<file path="src/rtl/mixdepth_pix_sel.sv">
module mixdepth_pix_sel #(
  parameter int STRIDE = 1024,
  parameter int MAX_H  = 768,
  localparam int COL_W  = $clog2(STRIDE),
  localparam int LINE_W = $clog2(MAX_H),
  localparam int WID_W  = $clog2(STRIDE + 1),
  localparam int HGT_W  = $clog2(MAX_H + 1),
  localparam int ADDR_W = COL_W + LINE_W
) (
  input  logic              clk,
  input  logic              rst_n,
  input  logic              cfg_bgr,
  input  logic [WID_W-1:0]  cfg_width,
  input  logic [HGT_W-1:0]  cfg_height,
  output logic [ADDR_W-1:0] fetch_addr,
  input  logic              in_valid,
  output logic              in_ready,
  input  logic [7:0]        in_idx,
  input  logic [31:0]       in_dir,
  input  logic [31:0]       in_ctl,
  output logic              pal_rd,
  output logic [7:0]        pal_idx,
  input  logic [23:0]       pal_data,
  output logic              out_valid,
  input  logic              out_ready,
  output logic [31:0]       out_pixel
);

  logic [COL_W-1:0]  col;
  logic [LINE_W-1:0] line;
  logic              s1_valid, s1_dir, s1_fresh;
  logic [23:0]       s1_rgb, s1_pal_hold;

  wire acc      = in_valid && in_ready;
  wire keep     = int'(col) < int'(cfg_width);
  wire use_dir  = in_ctl[31:24] == 8'h03;
  wire col_end  = int'(col) == STRIDE - 1;
  wire line_end = (int'(line) == int'(cfg_height) - 1) || (int'(line) == MAX_H - 1);

  wire s2_free  = !out_valid || out_ready;
  wire s1_free  = !s1_valid || s2_free;

  wire [23:0] s1_pal   = s1_fresh ? pal_data : s1_pal_hold;
  wire [23:0] s1_color = s1_dir ? s1_rgb : s1_pal;

  assign in_ready   = s1_free;
  assign fetch_addr = {line, col};
  assign pal_rd     = acc && keep && !use_dir;
  assign pal_idx    = in_idx;

  always_ff @(posedge clk) begin
    if (!rst_n) begin
      col  <= '0;
      line <= '0;
    end else if (acc) begin
      if (col_end) begin
        col  <= '0;
        line <= line_end ? '0 : line + 1'b1;
      end else begin
        col <= col + 1'b1;
      end
    end
  end

  always_ff @(posedge clk) begin
    if (!rst_n) begin
      s1_valid    <= 1'b0;
      s1_dir      <= 1'b0;
      s1_fresh    <= 1'b0;
      s1_rgb      <= '0;
      s1_pal_hold <= '0;
    end else if (s1_free) begin
      s1_valid <= acc && keep;
      s1_dir   <= use_dir;
      s1_rgb   <= {in_dir[7:0], in_dir[15:8], in_dir[23:16]};
      s1_fresh <= 1'b1;
    end else begin
      s1_fresh <= 1'b0;
      if (s1_fresh) s1_pal_hold <= pal_data;
    end
  end

  always_ff @(posedge clk) begin
    if (!rst_n) begin
      out_valid <= 1'b0;
      out_pixel <= '0;
    end else if (s2_free) begin
      out_valid <= s1_valid;
      out_pixel <= cfg_bgr ? {8'h00, s1_color[7:0], s1_color[15:8], s1_color[23:16]}
                           : {8'h00, s1_color};
    end
  end

endmodule

</file>
<file path="config.mk">
export PLATFORM = sky130hd
export DESIGN_NAME = mixdepth_pix_sel
export DESIGN_NICKNAME = d
export VERILOG_FILES = /design/src/rtl/mixdepth_pix_sel.sv
export SDC_FILE = /design/constraint.sdc
export NUM_CORES = 1
export LEC_CHECK = 0
export ABC_AREA = 0
export ABC_CLOCK_PERIOD_IN_PS = 3000
export BUFFER_PORTS_ARGS = -buffer_cell sky130_fd_sc_hd__buf_2
export CORE_MARGIN = 1.5
export CORE_UTILIZATION = 50
export CTS_CLUSTER_DIAMETER = 100
export DETAILED_ROUTE_END_ITERATION = 16
export HOLD_SLACK_MARGIN = 0.03
export PLACE_DENSITY = 0.83
export SYNTH_ARGS = -nofsm -noshare
export SYNTH_HDL_FRONTEND = slang
export SYNTH_SLANG_ARGS = --single-unit
</file>
<file path="constraint.sdc">
create_clock -name clk -period 3 [get_ports clk]
set_clock_uncertainty 0.15 [all_clocks]
set_input_delay 0.15 -clock clk [delete_from_list [all_inputs] [get_ports clk]]
set_output_delay 0.15 -clock clk [all_outputs]
set_load 0.03 [all_outputs]
</file>
# --- Word-level counts from Yosys, hierarchy flattened ---
# Cells that the tools add are included.
word_totals:
  wordCells: 33
  input_bits: 122
  output_inout_bits: 63
  reg_bits: 104
op_classes:
  n_addsub: 3
  n_eq_ne: 4
  n_mux: 6
  order_cmp: 1
  reduce_logical: 10
ops:
  columns: ["operator", "count"]
  rows:
  - ["24-bit 2-to-1 mux", 3]
  - ["10-bit by 1-bit adder with 10-bit output (second input constant)", 2]
  - ["10-bit 2-to-1 mux", 2]
  - ["11-bit == test", 1]
  - ["10-bit by 11-bit < comparator with 1-bit output", 1]
  - ["10-bit by 1-bit subtractor with 11-bit output (second input constant)", 1]
  - ["10-bit by 1-bit == test with 1-bit output (second input constant)", 1]
  - ["10-bit == test (second input constant)", 1]
  - ["8-bit by 2-bit == test with 1-bit output (second input constant)", 1]
  - ["1-bit logical AND", 3]
  - ["1-bit zero test", 3]
  - ["1-bit logical OR", 3]
  - ["2-bit AND reduction", 1]
  - ["1-bit 2-to-1 mux", 1]

# --- Longest topological paths before layout ---
# Gate-level depths: netlist of run 1.
depth:
  depth_word: 6
  mapped_depth: 13
  ltp_nobuf: 9

# --- Least setup slack after synthesis of run 1 ---
# Ideal clock, no wire load.
synth_timing:
  path_kind: "flip-flop to flip-flop"
  startpoint: "register out_valid"
  endpoint: "register line[6]"
  synth_period_minus_slack_ns: 2.547
  setup_time_ns: 0.124
  stages_incl_launch_ff: 14
  required_time_ns: 2.726
  slack_ns: 0.453
  n_path_buf: 4
  arrival_ns: 2.272
  path_cell_list: "dfxtp_1 nor2b_4 buf_6 and2_4 buf_6 clkinv_4 and2_1 buf_6 and3_4 and3_1 buf_2 and4_1 o21ai_0 o21ai_0"
synth_between:
  elab_chain_cells: 5
synth_lines:
  columns: ["item", "line_no", "text"]
  rows:
  - ["start: declaration", "24", "output logic out_valid,"]
  - ["start signal: assignment", "88", "out_valid <= s1_valid;"]
  - ["1-bit zero test", "40", "wire s2_free = !out_valid || out_ready;"]
  - ["1-bit logical OR", "40", null]
  - ["1-bit logical OR", "41", "wire s1_free = !s1_valid || s2_free;"]
  - ["1-bit logical AND", "34", "wire acc = in_valid && in_ready;"]
  - ["2-bit AND reduction (no source line)", null, null]
  - ["end signal: assignment", "58", "line <= line_end ? '0 : line + 1'b1;"]
  - ["end: declaration", "30", "logic [LINE_W-1:0] line;"]
# Every way passes these cells.
# A chain may end at the register's enable or synchronous reset.

# --- Final worst setup path of run 1 ---
layout_timing:
  startpoint: "register col[1]"
  endpoint: "output port pal_rd"
layout_between:
  elab_chain_cells: 3
layout_lines:
  columns: ["item", "line_no", "text"]
  rows:
  - ["start: declaration", "29", "logic [COL_W-1:0] col;"]
  - ["start signal: assignment", "60", "col <= col + 1'b1;"]
  - ["10-bit by 11-bit < comparator with 1-bit output", "35", "wire keep = int'(col) < int'(cfg_width);"]
  - ["1-bit logical AND (2 in a row)", "48", "assign pal_rd = acc && keep && !use_dir;"]
  - ["end: declaration", "21", "output logic pal_rd,"]
# Every way passes these cells.

==> reports/metrics.cfg, run 1 <==
[layout]
syn2layout_area_growth_pct=25.2
layout-drive-gt1-share_pct=20.2
mostFrequentLayoutCells=buf_2, nand2_1, dfxtp_1
mostFrequentLayoutCell=buf_2
diodes=0
final_cells=930
final_nets=926

[logic_synthesis]
synth_area_um2=4960
ys_ff_latch=96
avgSynthCellArea_um2=7.67
syn-instance-count=647
ys_warn_count=0
ys.flop_type=dfxtp_1
ys_seq_area_share_pct=38.7
synth_cell_types=48
synth_edf_count=0
async_reset_ff_share_pct=0

[cts]
cts_tree=yes
cts_made_buffers=9
clk_pin_slew_ns=0.10
clock_sinks=96
root_buffer=clkbuf_8
clockBufferDepth=2
clkLatencyLatePin_ns=0.35
htree_levels=3

[die]
die_width_um=103
start_util_pct=51.2
dieArea_um2=10500
core_area_um2=9680
io_pins=185
placementRows=36
die_h_um=103

[global_routing]
grt_pass1_vias=4550
grt_antenna_before_repair=0
grt_pass1_wl_um=20700
grt_overflow_total=0
grt_max_degree=64
grt_usage_pct=24.6

[placement]
dpl.hpwl_um=9270
preCtsSetupSlack_ns=0.468
dp.cells=868
port_buffers=128
gp_congestion=0.851

[setup_path]
crit_path_frequent_cell=a21o_1
crit_fanout=6
start_kind=flop
cp-end-kind=output pin
cp.arrival_ns=2.20
worstPathRequired_ns=2.70
critical_path.max_stage_delay_ns=0.45
crit_type=flop to output pin
critPathSlowestCell=dfxtp_1
critical_path_depth=8
cpLargestDelayFamily=compound AO/OA/AOI/OAI gates
path_buf_inv=1
crit_chain=ha_1 -> a21o_1 -> a21o_1 -> a21o_1 -> a21oi_1 -> o21ai_0 -> a21oi_1 -> buf_2
ff2ff_path_depth=8

[timing]
post-route-period-util_pct=83.5
finalHoldViolations=0
grt_setup_unrepaired=no
setup_slack_ns=0.495
maxSlewViolCount=0
relSlewSlack_pct=38.0
fmax_ghz=0.399
tns_ns=0
min_period_ns=2.50
tightest_slew_ns=0.930
setup_viol_count_final=0

[routing]
wl_per_cell_um=14.0
first_iter_violations=251
vias=4983
routed_wirelength_um=13100
antenna_left=0
drcViolationCount=0
drt-vias-per-instance=5.36
dr.pass1.iters=5

[power_and_ir_drop]
ir_drop_mv=0.267
p_per_area_nw_per_um2=418
p_leak_nw=2.85

[outcome]
status=completed

[hold_path]
hold_depth=3
hold_class=primary input to flop

[job]
drv_cap=0

-- power breakdown --
group	internal, W	leakage, nW	total, W	switching [W]
combinational	0.000193	1.98	0.000452	0.000260
sequential	0.00133	0.786	0.00136	0.0000366
clock	0.000330	0.0863	0.000781	0.000451
total	0.00185	2.85	0.00260	0.000748
-- registers in the layout (all words and copies together) (netlist names) --
name,cells
s1_fresh,1
s1_rgb,24
out_pixel,24
col,10
s1_valid,1
s1_pal_hold,24
s1_dir,1
out_valid,1
line,10
-- synth_stat cells (2+ instances only) --
cell       count  area, um^2
nand2_1      124         465
dfxtp_1       96        1920
nor2_1        83         312
a21oi_1       76         380
mux2i_1       41         410
clkbuf_1      32         120
nor3_1        23         115
inv_1         19        71.3
o21ai_0       18        90.1
buf_4         16         120
nand3_1       14        70.1
ha_1          12         150
xor2_1        12         105
a211oi_1       9        67.6
nand4_1        8        50.1
xnor2_1        8        70.1
a21o_1         4        30.0
nand2b_1       4        25.0
nor4_1         4        25.0
a31oi_1        3        18.8
and3_1         3        18.8
buf_6          3        33.8
nand3b_1       3        22.5
nand4b_1       3        26.3
a211o_1        2        17.5
and4_1         2        17.5
buf_2          2        10.0
o2111ai_1      2        17.5
or2_2          2        12.5
-- per-stage QoR --
step | util (%) | total power [W] | instance area (um^2) | hold WS [ns]
floorplan | - | 0.00168 | 4990 | 0.136
global placement | 57.5 | 0.00178 | 5570 | 0.150
global route | 64.1 | 0.00271 | 6210 | 0.0649
finish | 64.1 | 0.00260 | 6210 | 0.0558
CTS | 64.1 | 0.00261 | 6210 | 0.0433
detailed placement | 57.5 | 0.00179 | 5570 | 0.150
-- area by class of cell --
cell class / instances / area (um^2)
multi-input combinational: 484 / 2700
sequential: 96 / 1920
inverter: 20 / 80.1
fill: 832 / 3470
clock buffer: 11 / 141
tap: 133 / 166
clock inverter: 5 / 37.5
timing repair buffer: 181 / 1170
-- tightest hold or removal path: cells and delay by family --
| family | cells | cell delay [ns] |
|---|---|---|
| AOI/OAI and AO/OA | 1 | 0.10 |
| buffers and inverters | 1 | 0.10 |
| muxes | 1 | 0.16 |
-- logic make-up (layout without fill, tap and decap cells) --
group,count (synthesis),in the layout,share of synthesized area [%]
AND/OR/NAND/NOR,284,284,25.5
AO/OA/AOI/OAI,119,119,13.5
flip-flops,96,96,38.7
buffers and inverters,74,217,7.42
multiplexers,41,41,8.27
XOR/XNOR,20,20,3.53
adder cells (fa/ha/maj),12,12,3.03
other,1,8,0.0756
-- worst paths after layout --
| kind | from | to | slack (ns) |
|---|---|---|---|
| worst min register to register | s1_rgb[3] | s1_rgb[3] | 0.30 |
| worst max-delay path | col[1] | pal_rd | 0.50 |
| worst max register to register | col[1] | s1_valid | 0.53 |
| worst min-delay path | pal_data[11] | s1_pal_hold[11] | 0.06 |
-- what timing repair did --
item                                   CTS  global route
hold buffers                            46             0
gates resized for setup                  0             0
endpoints found under the hold margin   44             0
buffers inserted                         0             0
-- per-layer routing --
layer / part of all wire [%] / global-route usage (%) / up-vias
met5: 0 / 0 / -
met3: 7.2 / 4.07 / 26
met4: 2.1 / 9.06 / 0
met2: 49 / 42.1 / 212
li1: - / - / 2454
met1: 41 / 31.3 / 2291
Note: power is estimated with default switching activity, not from simulation.
==> run 2: changes to the inputs <==
--- a/config.mk
+++ b/config.mk
@@ -6,14 +6,14 @@
 export NUM_CORES = 1
 export LEC_CHECK = 0
 export ABC_AREA = 0
-export ABC_CLOCK_PERIOD_IN_PS = 3000
+export ABC_CLOCK_PERIOD_IN_PS = 2000
 export BUFFER_PORTS_ARGS = -buffer_cell sky130_fd_sc_hd__buf_2
 export CORE_MARGIN = 1.5
-export CORE_UTILIZATION = 50
+export CORE_UTILIZATION = 45
 export CTS_CLUSTER_DIAMETER = 100
 export DETAILED_ROUTE_END_ITERATION = 16
 export HOLD_SLACK_MARGIN = 0.03
-export PLACE_DENSITY = 0.83
+export PLACE_DENSITY = 0.79
 export SYNTH_ARGS = -nofsm -noshare
 export SYNTH_HDL_FRONTEND = slang
 export SYNTH_SLANG_ARGS = --single-unit
==> constraint.sdc (replaced) <==
create_clock -name clk -period 2 [get_ports clk]
set_clock_uncertainty 0.15 [all_clocks]
set_input_delay 0.1 -clock clk [delete_from_list [all_inputs] [get_ports clk]]
set_output_delay 0.1 -clock clk [all_outputs]
set_load 0.03 [all_outputs]
==> run 2 against run 1 <==
Final cell count up 5.8%. Flip-flop and latch count unchanged. Via count rose by 2.9%. Critical path depth unchanged. The flow now finishes with violations (setup timing). Combinational power rose by 64%. Clock power up 60%. Critical path type unchanged.
==> reports/metrics.cfg, run 2 (synthesized netlist as in run 1, its figures left out) <==
[placement]
dpl.hpwl_um=9280  ; was 9270 um
port_buffers=128  ; unchanged
dp.cells=915  ; was 868
gp_congestion=0.899  ; was 0.851
placed_area_um2=5940  ; was 5570 um^2

[hold_path]
hold_end=pal_idx[4]  ; was s1_pal_hold[11]
hold_depth=0  ; was 3
hp-start=in_idx[4]  ; was pal_data[11]
hold_class=primary input to output pin  ; was primary input to flop

[timing]
min_period_ns=2.19
tns_ns=-0.191  ; was 0 ns
fmax_ghz=0.456
maxSlewViolCount=0  ; unchanged
grt_setup_unrepaired=yes  ; was no
setup_viol_count_final=1  ; was 0
finalHoldViolations=0  ; unchanged
post-route-period-util_pct=110
setup_slack_ns=-0.191  ; was 0.495 ns

[die]
die_h_um=108  ; was 103 um
placementRows=38  ; was 36
dieArea_um2=11700  ; was 10,500 um^2
die_width_um=108  ; was 103 um
io_pins=185  ; unchanged
start_util_pct=46.0  ; was 51.2%
core_area_um2=10800  ; was 9680 um^2

[power_and_ir_drop]
p_total_w=0.00402  ; was 0.00260 W
power_frac_clock_pct=31.0  ; was 30.1%
p_sw_w=0.00119  ; was 0.000748 W
p_per_area_nw_per_um2=596  ; was 418 nW/um^2
p_int_w=0.00283  ; was 0.00185 W
ir_drop_mv=0.314  ; was 0.267 mV
p_comb_share_pct=18.4  ; was 17.4%
p_leak_nw=3.12  ; was 2.85 nW
p_seq_share_pct=50.5  ; was 52.5%
p_sw_share_pct=29.6  ; was 28.8%

[setup_path]
crit_type=flop to output pin  ; unchanged
cp.arrival_ns=1.94  ; was 2.20 ns
cp-end-kind=output pin  ; unchanged
crit_fanout=2  ; was 6
r2r_start=line[2]  ; was col[1]
reg2reg_slack_ns=0.03  ; was 0.53 ns
worstPathRequired_ns=1.75  ; was 2.70 ns
start_kind=flop  ; unchanged
ff2ff_path_depth=6  ; was 8
r2r-end=line[9]  ; was s1_valid

[routing]
antenna_left=0  ; unchanged
first_iter_violations=243  ; was 251
routed_wirelength_um=13500  ; was 13,100 um
drt-vias-per-instance=5.21  ; was 5.36
wl_per_cell_um=13.8  ; was 14.0 um
dr.pass1.iters=5  ; unchanged
drcViolationCount=0  ; unchanged
vias=5126  ; was 4,983

[layout]
mostFrequentLayoutCell=buf_2  ; unchanged
fillerInstances=922  ; was 832
final_nets=973  ; was 926
reg_top3=out_pixel: 24 flops, s1_pal_hold: 24 flops, s1_rgb: 24 flops  ; unchanged
mostFrequentLayoutCells=buf_2, nand2_1, dfxtp_1  ; unchanged
layout-drive-gt1-share_pct=26.9  ; was 20.2%
final_cells=984  ; was 930
diodes=0  ; unchanged
fin_util_pct=62.5  ; was 64.1%
syn2layout_area_growth_pct=36.1  ; was 25.2%
fin_area_um2=6750  ; was 6210 um^2

[cts]
root_buffer=clkbuf_8  ; unchanged
clk_pin_slew_ns=0.10  ; about the same
clkLatencyLatePin_ns=0.35  ; about the same
clock_sinks=96  ; unchanged
cts_made_buffers=9  ; unchanged
htree_levels=3  ; unchanged
clockBufferDepth=2  ; unchanged
cts_tree=yes  ; unchanged

[job]
drv_cap=0  ; unchanged

[global_routing]
grt_max_degree=45  ; was 64
grt_antenna_before_repair=0  ; unchanged
grt_pass1_vias=4690  ; was 4,550
grt_usage_pct=23.1  ; was 24.6%
grt_overflow_total=0  ; unchanged
grt_pass1_wl_um=21700  ; was 20,700 um

[outcome]
violations=setup timing
status=finished with violations  ; was completed

==> run 2: cell count changes in the layout (fill, tap and decap cells not counted), sizes merged <==
cell         previous run  this run
buf                   135       176
clkbuf                 11        10
clkinv                  2         4
clkinvlp                2         0
dlygate4sd3            46        52
inv                    21        22
==> run 2: timing repair <==
action,4_1_cts,5_1_grt
setup endpoints to repair,6,10
pin swaps,7,6
hold buffers,52,0
setup buffers,0,1
endpoints found under the hold margin,50,0
resized for setup,10,13
==> run 2: layer usage <==
metal	global-route usage (%)	vias to the layer above	wire length [um]
li1	-	2556	-
met1	29.2	2351	5850
met2	39.8	187	6580
met3	4.40	32	832
met4	7.33	0	281
met5	0	-	0
==> run 2: area by class of cell <==
| type | instances | area (um^2) | area share (%) |
|---|---|---|---|
| Multi-Input combinational cell | 484 | 2780 | 41.1 |
| Inverter | 20 | 80.1 | 1.19 |
| Clock inverter | 6 | 60.1 | 0.890 |
| Clock buffer | 10 | 138 | 2.04 |
| Sequential cell | 96 | 1940 | 28.8 |
| Tap cell | 140 | 175 | 2.60 |
| Timing Repair Buffer | 228 | 1580 | 23.4 |
==> run 2: per-stage QoR <==
step,setup WS (ns),hold slack (ns)
finish,-0.191,0.0500
global route,-0.269,0.0501
CTS,-0.199,0.0502
detailed placement,-0.208,0.0502
global placement,-0.160,0.0502
floorplan,-0.284,0.0860
==> run 2: critical path, stage by stage, from the launching register on <==
cell and delay, ns:
dfxtp_4 0.36, ha_4 0.20, a21o_1 0.17, a21o_1 0.16, a21o_1 0.17, a21oi_2 0.17, o21ai_2 0.07, a21oi_2 0.14
buf_6 0.14
==> run 2: worst max-delay path by stage <==
stage	slack, ns	endpoint	depth (start not counted)	startpoint
2_1_floorplan	-0.28	line[9]	11	out_valid
3_3_place_gp	-0.16	line[9]	10	cfg_height[0]
5_1_grt	-0.27	pal_rd	8	col[1]
6_report	-0.19	pal_rd	8	col[1]
4_1_cts	-0.20	pal_rd	8	col[1]
3_5_place_dp	-0.21	line[9]	10	cfg_height[1]
==> run 2: power by group through the flow <==
stage | Clock (W) | Combinational, W | Sequential [W]
after floorplan | 0 | 0.000370 | 0.00215
after global placement | 0 | 0.000637 | 0.00207
after detailed placement | 0 | 0.000645 | 0.00208
after CTS | 0.00128 | 0.000730 | 0.00203
after global routing | 0.00135 | 0.000812 | 0.00204
final | 0.00125 | 0.000742 | 0.00203
==> run 3: changes to the inputs <==
--- a/config.mk
+++ b/config.mk
@@ -14,6 +14,7 @@
 export DETAILED_ROUTE_END_ITERATION = 16
 export HOLD_SLACK_MARGIN = 0.03
 export PLACE_DENSITY = 0.79
+export RECOVER_POWER = 50
 export SYNTH_ARGS = -nofsm -noshare
 export SYNTH_HDL_FRONTEND = slang
 export SYNTH_SLANG_ARGS = --single-unit
==> run 3 against run 2 <==
The flow still finishes with violations (setup timing). Sequential share of layout area rose by 0.38 points. Utilization fell by 0.81 points. Register-to-register slack barely moved. Wire length rose by 0.61%. Critical endpoint unchanged. Highest routed layer unchanged.
==> reports/metrics.cfg, run 3 (synthesized netlist as in run 1, its figures left out) <==
[outcome]
status=finished with violations  ; unchanged
violations=setup timing  ; unchanged

[setup_path]
crit_path_frequent_cell=a21o_1  ; unchanged
cpLargestDelayFamily=compound AO/OA/AOI/OAI gates  ; unchanged
cp-startpoint=col[1]  ; unchanged
path_buf_inv=1  ; unchanged
ff2ff_path_depth=6  ; unchanged
crit_chain=ha_4 -> a21o_1 -> a21o_1 -> a21o_1 -> a21oi_2 -> o21ai_2 -> a21oi_2 -> buf_6  ; unchanged
reg2reg_slack_ns=0.03  ; about the same
critPathSlowestCell=dfxtp_4  ; unchanged
critical_path_depth=8  ; unchanged
crit_type=flop to output pin  ; unchanged
r2r-end=line[9]  ; unchanged
cp.arrival_ns=1.94  ; about the same
start_kind=flop  ; unchanged
critical_path.max_stage_delay_ns=0.36  ; about the same
r2r_start=line[2]  ; unchanged
cp-end-kind=output pin  ; unchanged
worstPathRequired_ns=1.75  ; about the same
endpoint=pal_rd  ; unchanged
crit_fanout=2  ; unchanged

[timing]
maxSlewViolCount=0  ; unchanged
tns_ns=-0.190  ; was -0.191 ns
relSlewSlack_pct=64.8
min_period_ns=2.19  ; about the same
tightest_slew_ns=0.528
finalHoldViolations=0  ; unchanged
post-route-period-util_pct=110  ; about the same
grt_setup_unrepaired=yes  ; unchanged
hold_ws_ns=0.0500  ; unchanged
fmax_ghz=0.457  ; was 0.456 GHz
setup_slack_ns=-0.190  ; was -0.191 ns
setup_viol_count_final=1  ; unchanged

[placement]
dpl.hpwl_um=9280  ; unchanged
gp_congestion=0.899  ; unchanged
port_buffers=128  ; unchanged

[cts]
clkLatencyLatePin_ns=0.35  ; about the same
htree_levels=3  ; unchanged
root_buffer=clkbuf_8  ; unchanged
clk_pin_slew_ns=0.10  ; about the same
cts_tree=yes  ; unchanged
clock_sinks=96  ; unchanged
cts_made_buffers=9  ; unchanged
clockBufferDepth=2  ; unchanged

[layout]
diodes=0  ; unchanged
final_nets=973  ; unchanged
reg_top3=out_pixel: 24 flops, s1_pal_hold: 24 flops, s1_rgb: 24 flops  ; unchanged
mostFrequentLayoutCell=nand2_1  ; was buf_2
syn2layout_area_growth_pct=34.3  ; was 36.1%
mostFrequentLayoutCells=nand2_1, dfxtp_1, nor2_1  ; was buf_2, nand2_1, dfxtp_1
layout-drive-gt1-share_pct=21.3  ; was 26.9%
fillerInstances=957  ; was 922

[routing]
drcViolationCount=0  ; unchanged
dr.pass1.iters=5  ; unchanged
routed_wirelength_um=13600  ; was 13,500 um
vias=5157  ; was 5,126
drt-vias-per-instance=5.24  ; was 5.21
first_iter_violations=257  ; was 243
antenna_left=0  ; unchanged
wl_per_cell_um=13.8  ; about the same

[job]
drv_cap=0  ; unchanged

[global_routing]
grt_max_degree=45  ; unchanged
grt_antenna_before_repair=0  ; unchanged
grt_pass1_wl_um=21700  ; unchanged
grt_pass1_vias=4690  ; unchanged
grt_usage_pct=23.1  ; unchanged
grt_overflow_total=0  ; unchanged

[power_and_ir_drop]
p_sw_w=0.00120  ; was 0.00119 W
ir_drop_mv=0.315  ; was 0.314 mV
p_comb_share_pct=18.0  ; was 18.4%
power_frac_clock_pct=31.3  ; was 31.0%
p_per_area_nw_per_um2=603  ; was 596 nW/um^2
p_int_w=0.00282  ; was 0.00283 W
p_sw_share_pct=29.8  ; was 29.6%
p_seq_share_pct=50.7  ; was 50.5%
p_leak_nw=2.92  ; was 3.12 nW

[die]
die_width_um=108  ; unchanged
placementRows=38  ; unchanged
die_h_um=108  ; unchanged
io_pins=185  ; unchanged
start_util_pct=46.0  ; unchanged
core_area_um2=10800  ; unchanged
dieArea_um2=11700  ; unchanged

[hold_path]
hold_class=primary input to output pin  ; unchanged

==> run 3: changes by cell type in the layout (fill, tap and decap cells not counted), moves of 2 or more <==
cell and delta:
buf_12 -2, clkbuf_1 +46, clkbuf_2 +2, buf_2 -46
==> run 3: final cells by class <==
type	instances	area, um^2	area share, %
clock buffer	10	138	2.07
clock inverter	6	60.1	0.902
inverter	20	80.1	1.20
multi-input combinational	484	2780	41.7
sequential	96	1940	29.2
tap	140	175	2.63
timing repair buffer	228	1490	22.4
==> run 3: what timing repair did <==
item,in CTS,in global routing
resized for setup,10,13
endpoints found under the setup margin,6,10
buffers inserted,0,1
hold endpoints to repair,50,0
hold buffers,52,0
pin swaps,7,6
==> run 3: power by group through the flow <==
| stage | logic, W | clock network, W | registers, W |
|---|---|---|---|
| detailed placement | 0.000645 | 0 | 0.00208 |
| global placement | 0.000637 | 0 | 0.00207 |
| CTS | 0.000730 | 0.00128 | 0.00203 |
| global route | 0.000792 | 0.00135 | 0.00204 |
| floorplan | 0.000370 | 0 | 0.00215 |
| finish | 0.000724 | 0.00126 | 0.00203 |
==> run 3: how the worst min path moves through the flow <==
| stage | from | endpoint | depth (start not counted) |
|---|---|---|---|
| floorplan | pal_data[0] | s1_pal_hold[0] | 2 |
| global placement | in_idx[0] | pal_idx[0] | 0 |
| detailed placement | in_idx[0] | pal_idx[0] | 0 |
| CTS | in_idx[0] | pal_idx[0] | 0 |
| global route | in_idx[5] | pal_idx[5] | 0 |
| finish | in_idx[4] | pal_idx[4] | 0 |
==> run 3: metrics by stage <==
step                      std cells  power, W  instance area [um^2]  worst slack (ns)  utilization (%)
after global placement          915   0.00271                  5940            -0.160             55.0
after floorplan                 654   0.00252                  5010            -0.284                -
after detailed placement        915   0.00272                  5940            -0.208             55.0
after CTS                       983   0.00404                  6700            -0.199             62.0
final                           984   0.00402                  6660            -0.190             61.7
after global routing            984   0.00418                  6660            -0.269             61.7
==> run 3: routing by layer <==
layer	share of wire [%]	track usage, %
met1	43	29.2
met3	6.7	4.40
met4	2.0	7.33
met5	0	0
met2	49	39.8
